==> src/rtl/dbcc_pkg.sv <==
package dbcc_pkg;
   typedef enum logic [2:0] {
      ST_REF_A = 3'd0,
      ST_V_A   = 3'd1,
      ST_E_A   = 3'd2,
      ST_REF_B = 3'd3,
      ST_V_B   = 3'd4,
      ST_E_B   = 3'd5,
      ST_COMMIT = 3'd6,
      ST_IDLE  = 3'd7
   } dbcc_step_t;

   // rising edges from accepting start to the edge that raises done
   localparam int DBCC_LAT = 7;
endpackage

==> src/rtl/dbcc_mul.sv <==
module dbcc_mul #(
   parameter int AW       = 18,
   parameter int BW       = 16,
   parameter int QF       = 8,
   parameter int ACC_W    = 36,
   parameter bit ROUND_EN = 1'b0
) (
   input  logic signed [AW-1:0]    a,
   input  logic signed [BW-1:0]    b,
   output logic signed [ACC_W-1:0] p
);
   localparam int PW = AW + BW;

   if (ACC_W < PW + 2) begin : g_bad_acc
      $error("dbcc_mul: ACC_W too small");
   end
   if (QF < 1) begin : g_bad_qf
      $error("dbcc_mul: QF must be at least 1");
   end

   logic signed [PW-1:0] full;
   logic signed [PW:0]   ext;
   logic signed [PW:0]   adj;
   logic signed [PW:0]   shr;

   assign full = a * b;
   assign ext  = {full[PW-1], full};

   if (ROUND_EN) begin : g_round
      assign adj = ext + (PW+1)'(1 << (QF-1));
   end else begin : g_floor
      assign adj = ext;
   end

   assign shr = adj >>> QF;
   assign p   = {{(ACC_W-PW-1){shr[PW]}}, shr};
endmodule

==> src/rtl/dbcc_clamp.sv <==
module dbcc_clamp #(
   parameter int IN_W  = 36,
   parameter int OUT_W = 16
) (
   input  logic signed [IN_W-1:0]  x,
   input  logic        [OUT_W-2:0] lim,
   output logic signed [OUT_W-1:0] y,
   output logic                    clip
);
   if (IN_W <= OUT_W) begin : g_bad_w
      $error("dbcc_clamp: input must be wider than output");
   end

   logic signed [IN_W-1:0] hi;
   logic signed [IN_W-1:0] lo;

   assign hi = {{(IN_W-OUT_W+1){1'b0}}, lim};
   assign lo = -hi;

   always_comb begin
      clip = 1'b0;
      y    = x[OUT_W-1:0];
      if (x > hi) begin
         y    = hi[OUT_W-1:0];
         clip = 1'b1;
      end else if (x < lo) begin
         y    = lo[OUT_W-1:0];
         clip = 1'b1;
      end
   end
endmodule

==> src/rtl/deadbeat_cc.sv <==
module deadbeat_cc #(
   parameter int W        = 16,
   parameter int GW       = 16,
   parameter int QF       = 8,
   parameter bit ROUND_EN = 1'b0
) (
   input  logic                clk,
   input  logic                rst_n,
   input  logic                start,
   input  logic                mode_flt,
   input  logic signed [W-1:0] i_al,
   input  logic signed [W-1:0] i_be,
   input  logic signed [W-1:0] e_flt_al,
   input  logic signed [W-1:0] e_flt_be,
   input  logic signed [W-1:0] i_ld_al,
   input  logic signed [W-1:0] i_ld_be,
   input  logic signed [GW-1:0] g_ref,
   input  logic signed [GW-1:0] k_lt,
   input  logic        [W-2:0] v_lim,
   output logic signed [W-1:0] v_al,
   output logic signed [W-1:0] v_be,
   output logic signed [W-1:0] e_al,
   output logic signed [W-1:0] e_be,
   output logic                sat_al,
   output logic                sat_be,
   output logic                done
);
   import dbcc_pkg::*;

   localparam int AW    = W + 2;
   localparam int ACC_W = AW + GW + 2;
   localparam int NAX   = 2;

   if (W < 4) begin : g_bad_w
      $error("deadbeat_cc: W must be at least 4");
   end
   if (QF < 1 || QF >= GW) begin : g_bad_qf
      $error("deadbeat_cc: QF must lie in 1..GW-1");
   end

   dbcc_step_t st;

   logic signed [W-1:0] i_q  [NAX];
   logic signed [W-1:0] ef_q [NAX];
   logic signed [W-1:0] il_q [NAX];
   logic signed [W-1:0] ip_q [NAX];
   logic signed [W-1:0] vp_q [NAX];
   logic signed [W-1:0] vw_q [NAX];
   logic signed [W-1:0] ew_q [NAX];
   logic                sw_q [NAX];
   logic signed [W-1:0] iref_q;
   logic                mode_q;
   logic signed [GW-1:0] g_q;
   logic signed [GW-1:0] k_q;
   logic        [W-2:0]  lim_q;

   logic                 ax;
   logic signed [W-1:0]  cur_i, cur_ip, cur_ef, cur_il, cur_vp;
   logic signed [AW-1:0] mul_a;
   logic signed [GW-1:0] mul_b;
   logic signed [ACC_W-1:0] prod;
   logic signed [ACC_W-1:0] v_sum;
   logic signed [ACC_W-1:0] g_sum;
   logic signed [W-1:0]  v_y, g_y;
   logic                 v_clip, g_clip;

   assign ax = (st == ST_REF_B) || (st == ST_V_B) || (st == ST_E_B);

   always_comb begin
      cur_i  = i_q[ax];
      cur_ip = ip_q[ax];
      cur_ef = ef_q[ax];
      cur_il = il_q[ax];
      cur_vp = vp_q[ax];
      mul_a  = '0;
      mul_b  = k_q;
      unique case (st)
         ST_REF_A, ST_REF_B: begin
            mul_a = {{2{cur_ef[W-1]}}, cur_ef};
            mul_b = g_q;
         end
         ST_V_A, ST_V_B:
            mul_a = {{2{iref_q[W-1]}}, iref_q} - {{2{cur_i[W-1]}}, cur_i};
         ST_E_A, ST_E_B:
            mul_a = {{2{cur_i[W-1]}}, cur_i} - {{2{cur_ip[W-1]}}, cur_ip};
         default: mul_a = '0;
      endcase
   end

   dbcc_mul #(
      .AW(AW), .BW(GW), .QF(QF), .ACC_W(ACC_W), .ROUND_EN(ROUND_EN)
   ) u_mul (
      .a(mul_a), .b(mul_b), .p(prod)
   );

   always_comb begin
      v_sum = {{(ACC_W-W){cur_ef[W-1]}}, cur_ef} + prod;
      if ((st == ST_E_A) || (st == ST_E_B))
         g_sum = {{(ACC_W-W){cur_vp[W-1]}}, cur_vp} - prod;
      else if (mode_q)
         g_sum = {{(ACC_W-W){cur_il[W-1]}}, cur_il} + prod;
      else
         g_sum = {{(ACC_W-W){cur_il[W-1]}}, cur_il};
   end

   dbcc_clamp #(.IN_W(ACC_W), .OUT_W(W)) u_clamp_v (
      .x(v_sum), .lim(lim_q), .y(v_y), .clip(v_clip)
   );

   dbcc_clamp #(.IN_W(ACC_W), .OUT_W(W)) u_clamp_g (
      .x(g_sum), .lim({(W-1){1'b1}}), .y(g_y), .clip(g_clip)
   );

   always_ff @(posedge clk) begin
      if (!rst_n) begin
         st     <= ST_IDLE;
         done   <= 1'b0;
         v_al   <= '0;
         v_be   <= '0;
         e_al   <= '0;
         e_be   <= '0;
         sat_al <= 1'b0;
         sat_be <= 1'b0;
         iref_q <= '0;
         mode_q <= 1'b0;
         g_q    <= '0;
         k_q    <= '0;
         lim_q  <= '0;
         for (int n = 0; n < NAX; n++) begin
            i_q[n]  <= '0;
            ef_q[n] <= '0;
            il_q[n] <= '0;
            ip_q[n] <= '0;
            vp_q[n] <= '0;
            vw_q[n] <= '0;
            ew_q[n] <= '0;
            sw_q[n] <= 1'b0;
         end
      end else begin
         done <= 1'b0;
         unique case (st)
            ST_IDLE: if (start) begin
               i_q[0]  <= i_al;     i_q[1]  <= i_be;
               ef_q[0] <= e_flt_al; ef_q[1] <= e_flt_be;
               il_q[0] <= i_ld_al;  il_q[1] <= i_ld_be;
               mode_q  <= mode_flt;
               g_q     <= g_ref;
               k_q     <= k_lt;
               lim_q   <= v_lim;
               st      <= ST_REF_A;
            end
            ST_REF_A, ST_REF_B: begin
               iref_q <= g_y;
               st     <= (st == ST_REF_A) ? ST_V_A : ST_V_B;
            end
            ST_V_A, ST_V_B: begin
               vw_q[ax] <= v_y;
               sw_q[ax] <= v_clip;
               st       <= (st == ST_V_A) ? ST_E_A : ST_E_B;
            end
            ST_E_A, ST_E_B: begin
               ew_q[ax] <= g_y;
               st       <= (st == ST_E_A) ? ST_REF_B : ST_COMMIT;
            end
            ST_COMMIT: begin
               v_al   <= vw_q[0];
               v_be   <= vw_q[1];
               e_al   <= ew_q[0];
               e_be   <= ew_q[1];
               sat_al <= sw_q[0];
               sat_be <= sw_q[1];
               for (int n = 0; n < NAX; n++) begin
                  vp_q[n] <= vw_q[n];
                  ip_q[n] <= i_q[n];
               end
               done <= 1'b1;
               st   <= ST_IDLE;
            end
            default: st <= ST_IDLE;
         endcase
      end
   end
endmodule

==> config.mk <==
export PLATFORM = sky130hd
export DESIGN_NAME = deadbeat_cc
export DESIGN_NICKNAME = d
export VERILOG_FILES = /design/src/rtl/dbcc_pkg.sv /design/src/rtl/dbcc_mul.sv /design/src/rtl/dbcc_clamp.sv /design/src/rtl/deadbeat_cc.sv
export SDC_FILE = /design/constraint.sdc
export NUM_CORES = 2
export LEC_CHECK = 0
export BUFFER_PORTS_ARGS = -buffer_cell sky130_fd_sc_hd__buf_2
export CORE_MARGIN = 2
export CORE_UTILIZATION = 40
export CTS_BUF_LIST = sky130_fd_sc_hd__clkbuf_8
export CTS_CLUSTER_SIZE = 30
export DETAILED_ROUTE_END_ITERATION = 6
export PLACE_DENSITY = 0.57
export SLEW_MARGIN = 10
export SYNTH_ARGS = -nofsm -noshare
export SYNTH_HDL_FRONTEND = slang
export SYNTH_SLANG_ARGS = --single-unit
==> constraint.sdc <==
create_clock -name clk -period 19.4 [get_ports clk]
set_input_delay 5.82 -clock clk [delete_from_list [all_inputs] [get_ports clk]]
set_output_delay 5.82 -clock clk [all_outputs]
set_load 0.01 [all_outputs]
==> metrics <==
Area Overhead vs Synth 11.4%; area leader, netlist edfxtp_1; worst-path fanout max 36; Core Box Area just over 80000 sq um; Comb pwr share 0.614; vias in the first global route approximately 26000; yosys warns 0; Root Buffer clkbuf_8; DRT iter0 DRCs 1647; max incr delay on CP roughly 0.86 ns; gr ovfl total 0; port bufs between 200 and 250; Die X ~290 microns; first-pass GRT wire length roughly 150000 microns; placed wire-length estimate approximately 78000 microns; Die H slightly below 300 microns; crit path DAT between 15 and 20 ns; worst setup path class reg2reg; Hold Vio Cnt, Final 0; Distinct cells, synth approximately 100; n_diodes 0; post-CTS resize count 0; FF+latch count, synth 360; crit end category register; Flop pwr share 0.203; busiest metal layer after global routing met2; share of cells above drive strength 1 0.120; measured slew at the worst slew-check pin 1.19 ns; setup violators final 0; H-Tree Depth 3; Post-Syn Area per Cell 9.39 sq um; Async SR Flop Fraction 0; clk buf depth 3; Clock Sinks between 300 and 400; CTS tree done; most frequent cells in the layout inv_1 (453), nand2_1 (395), fa_1 (279); register area share after synthesis 0.291; Max Clk Rate 63.8 MHz; max_cap viols 0; min cycle time layout around 16 ns; mean routed wirelength per cell a little over 20 microns; Filler Cell Count 7850; M2 GR Usage 0.400; Routed Antenna Nets 0; max-slew violations 0; GP Congestion between 0.9 and 1; RSZ-0062 raised after global routing false; internal power approximately 2.4 mW; setup TNS 0 ns; Worst EP required just under 20 ns; routing usage on met3 0.0377; PwrDens about 130 nW/um^2; Hold Crit Depth 1; initial antenna violation count 5; Max VDD drop ~0.10 mV; final worst path period share 0.807; All-Layer GR Usage 0.241; EDFF count, synth 224; crit path max-delay cell type dfxtp_1; Post-Syn Area around 32000 sq um; DIE AREA roughly 83000 sq um; drt drc 0; Post-CTS Setup Bufs 0; Slew Limit Headroom 0.202; main area contributors after synthesis edfxtp_1 (21%), fa_1 (17%), ha_1 (8.9%); met1 GRT Util 0.326; skew final about 0.060 ns; Routed WL between 90000 and 100000 microns; Net Sw Frac 0.479; Layout Nets 4309; outcome complete, no violations; latest clock arrival within the worst-skew pair around 0.69 ns; Sw Pwr roughly 2.2 mW; Critical Path Start Type register; FP Rows 104; largest net degree at the start of global routing 79; total power between 4 and 5 mW; Post-synth top flop edfxtp_1; CTS Hold Bufs 0; starting density of the core 0.404; leakage power 17.2 nW; Yosys top cell area share 0.207; CTS Buf Count 69; Gate Count Post-Synth between 3000 and 4000; Reg2Reg Depth between 50 and 60; # IOs between 200 and 250; Clk pin slew, worst setup/hold paths approximately 0.06 ns; most common cell after layout, fill and taps aside inv_1; vias approximately 26000; worst min path class reg2reg; Initial DRT Pass Iterations 5; syn nets around 4100; Vias/cell 5.38; crit-path most repeated cell fa_1; Clock power frac 0.183
## kinds of logic after synthesis
logic type,count (synthesis),share of synthesized area
mux,82,0.0262
compound gates,706,0.153
buf+inv,572,0.0682
fa+ha+maj,512,0.262
xor+xnor,141,0.0380
simple gates,1086,0.162
flops,360,0.291
## state kept, by name, summed over array words and instances (netlist names), 32 cells and up
signal and cells:
ef_q 32, ew_q 32, i_q 32, il_q 32, ip_q 32, vp_q 32
vw_q 32
## routing by layer
| metal | vias up | wire [microns] |
|---|---|---|
| met5 | - | 8 |
| met1 | 12500 | 43200 |
| met2 | 802 | 46400 |
| met3 | 162 | 6340 |
| met4 | 2 | 2790 |
| li1 | 12200 | - |
## cell type report
cell class | count | area [sq um] | share of cell area
multi-input combinational | 2527 | 20900 | 0.577
timing repair buffer | 257 | 1400 | 0.0386
inverter | 438 | 1650 | 0.0455
clock inverter | 51 | 427 | 0.0118
clock buffer | 77 | 1060 | 0.0293
sequential | 360 | 9450 | 0.261
tap | 1060 | 1330 | 0.0367
## worst paths after layout
check	startpoint	endpoint	slack, ns
max reg2reg	st[1]$_SDFFE_PN1P_	vw_q[1][0]$_SDFFCE_PN0P_	3.74
max	st[1]$_SDFFE_PN1P_	vw_q[1][0]$_SDFFCE_PN0P_	3.74
min reg2reg	v_al[7]$_SDFFE_PN0N_	v_al[7]$_SDFFE_PN0N_	0.45
min	v_al[7]$_SDFFE_PN0N_	v_al[7]$_SDFFE_PN0N_	0.45
## power groups by stage
stage | Combinational, mW | Clock, mW | Sequential, mW
after detailed placement | 2.74 | 0 | 0.938
after CTS | 2.76 | 0.850 | 0.923
after global routing | 3.09 | 0.879 | 0.930
after floorplan | 2.04 | 0 | 0.924
final | 2.79 | 0.830 | 0.923
after global placement | 2.74 | 0 | 0.938
## synthesized netlist by cell type, types with 26 or more instances
library cell	count
and2_1	195
o21a_1	28
xor2_1	46
xnor2_1	95
clkbuf_1	99
fa_1	279
dfxtp_1	136
nand3_1	41
mux2i_1	69
a22o_1	68
edfxtp_1	224
nand2_1	396
a31oi_1	34
ha_1	230
nand2b_1	37
a21o_1	103
o21ai_0	99
nor2_1	242
nor3_1	37
nor2b_1	26
a21oi_1	157
inv_1	437
## critical path, delay by kind of cell (launching register included)
family	cells	cell delay [ns]
compound gates	20	4.83
buf+inv	5	0.35
xor+xnor	2	0.47
flops	1	0.86
fa+ha+maj	12	4.93
simple gates	16	4.00
## through the flow
step / worst slack (ns) / hold slack, ns / cell area [sq um] / util / cells
5_1_grt: 2.74 / 0.466 / 36200 / 0.450 / 4770
4_1_cts: 3.87 / 0.452 / 36200 / 0.450 / 4769
2_1_floorplan: 5.62 / 0.442 / 32500 / - / 3459
3_3_place_gp: 3.89 / 0.431 / 34700 / 0.431 / 4640
3_5_place_dp: 3.89 / 0.434 / 34700 / 0.431 / 4641
6_report: 3.74 / 0.447 / 36200 / 0.450 / 4770
(Power assumes the default switching activity.)
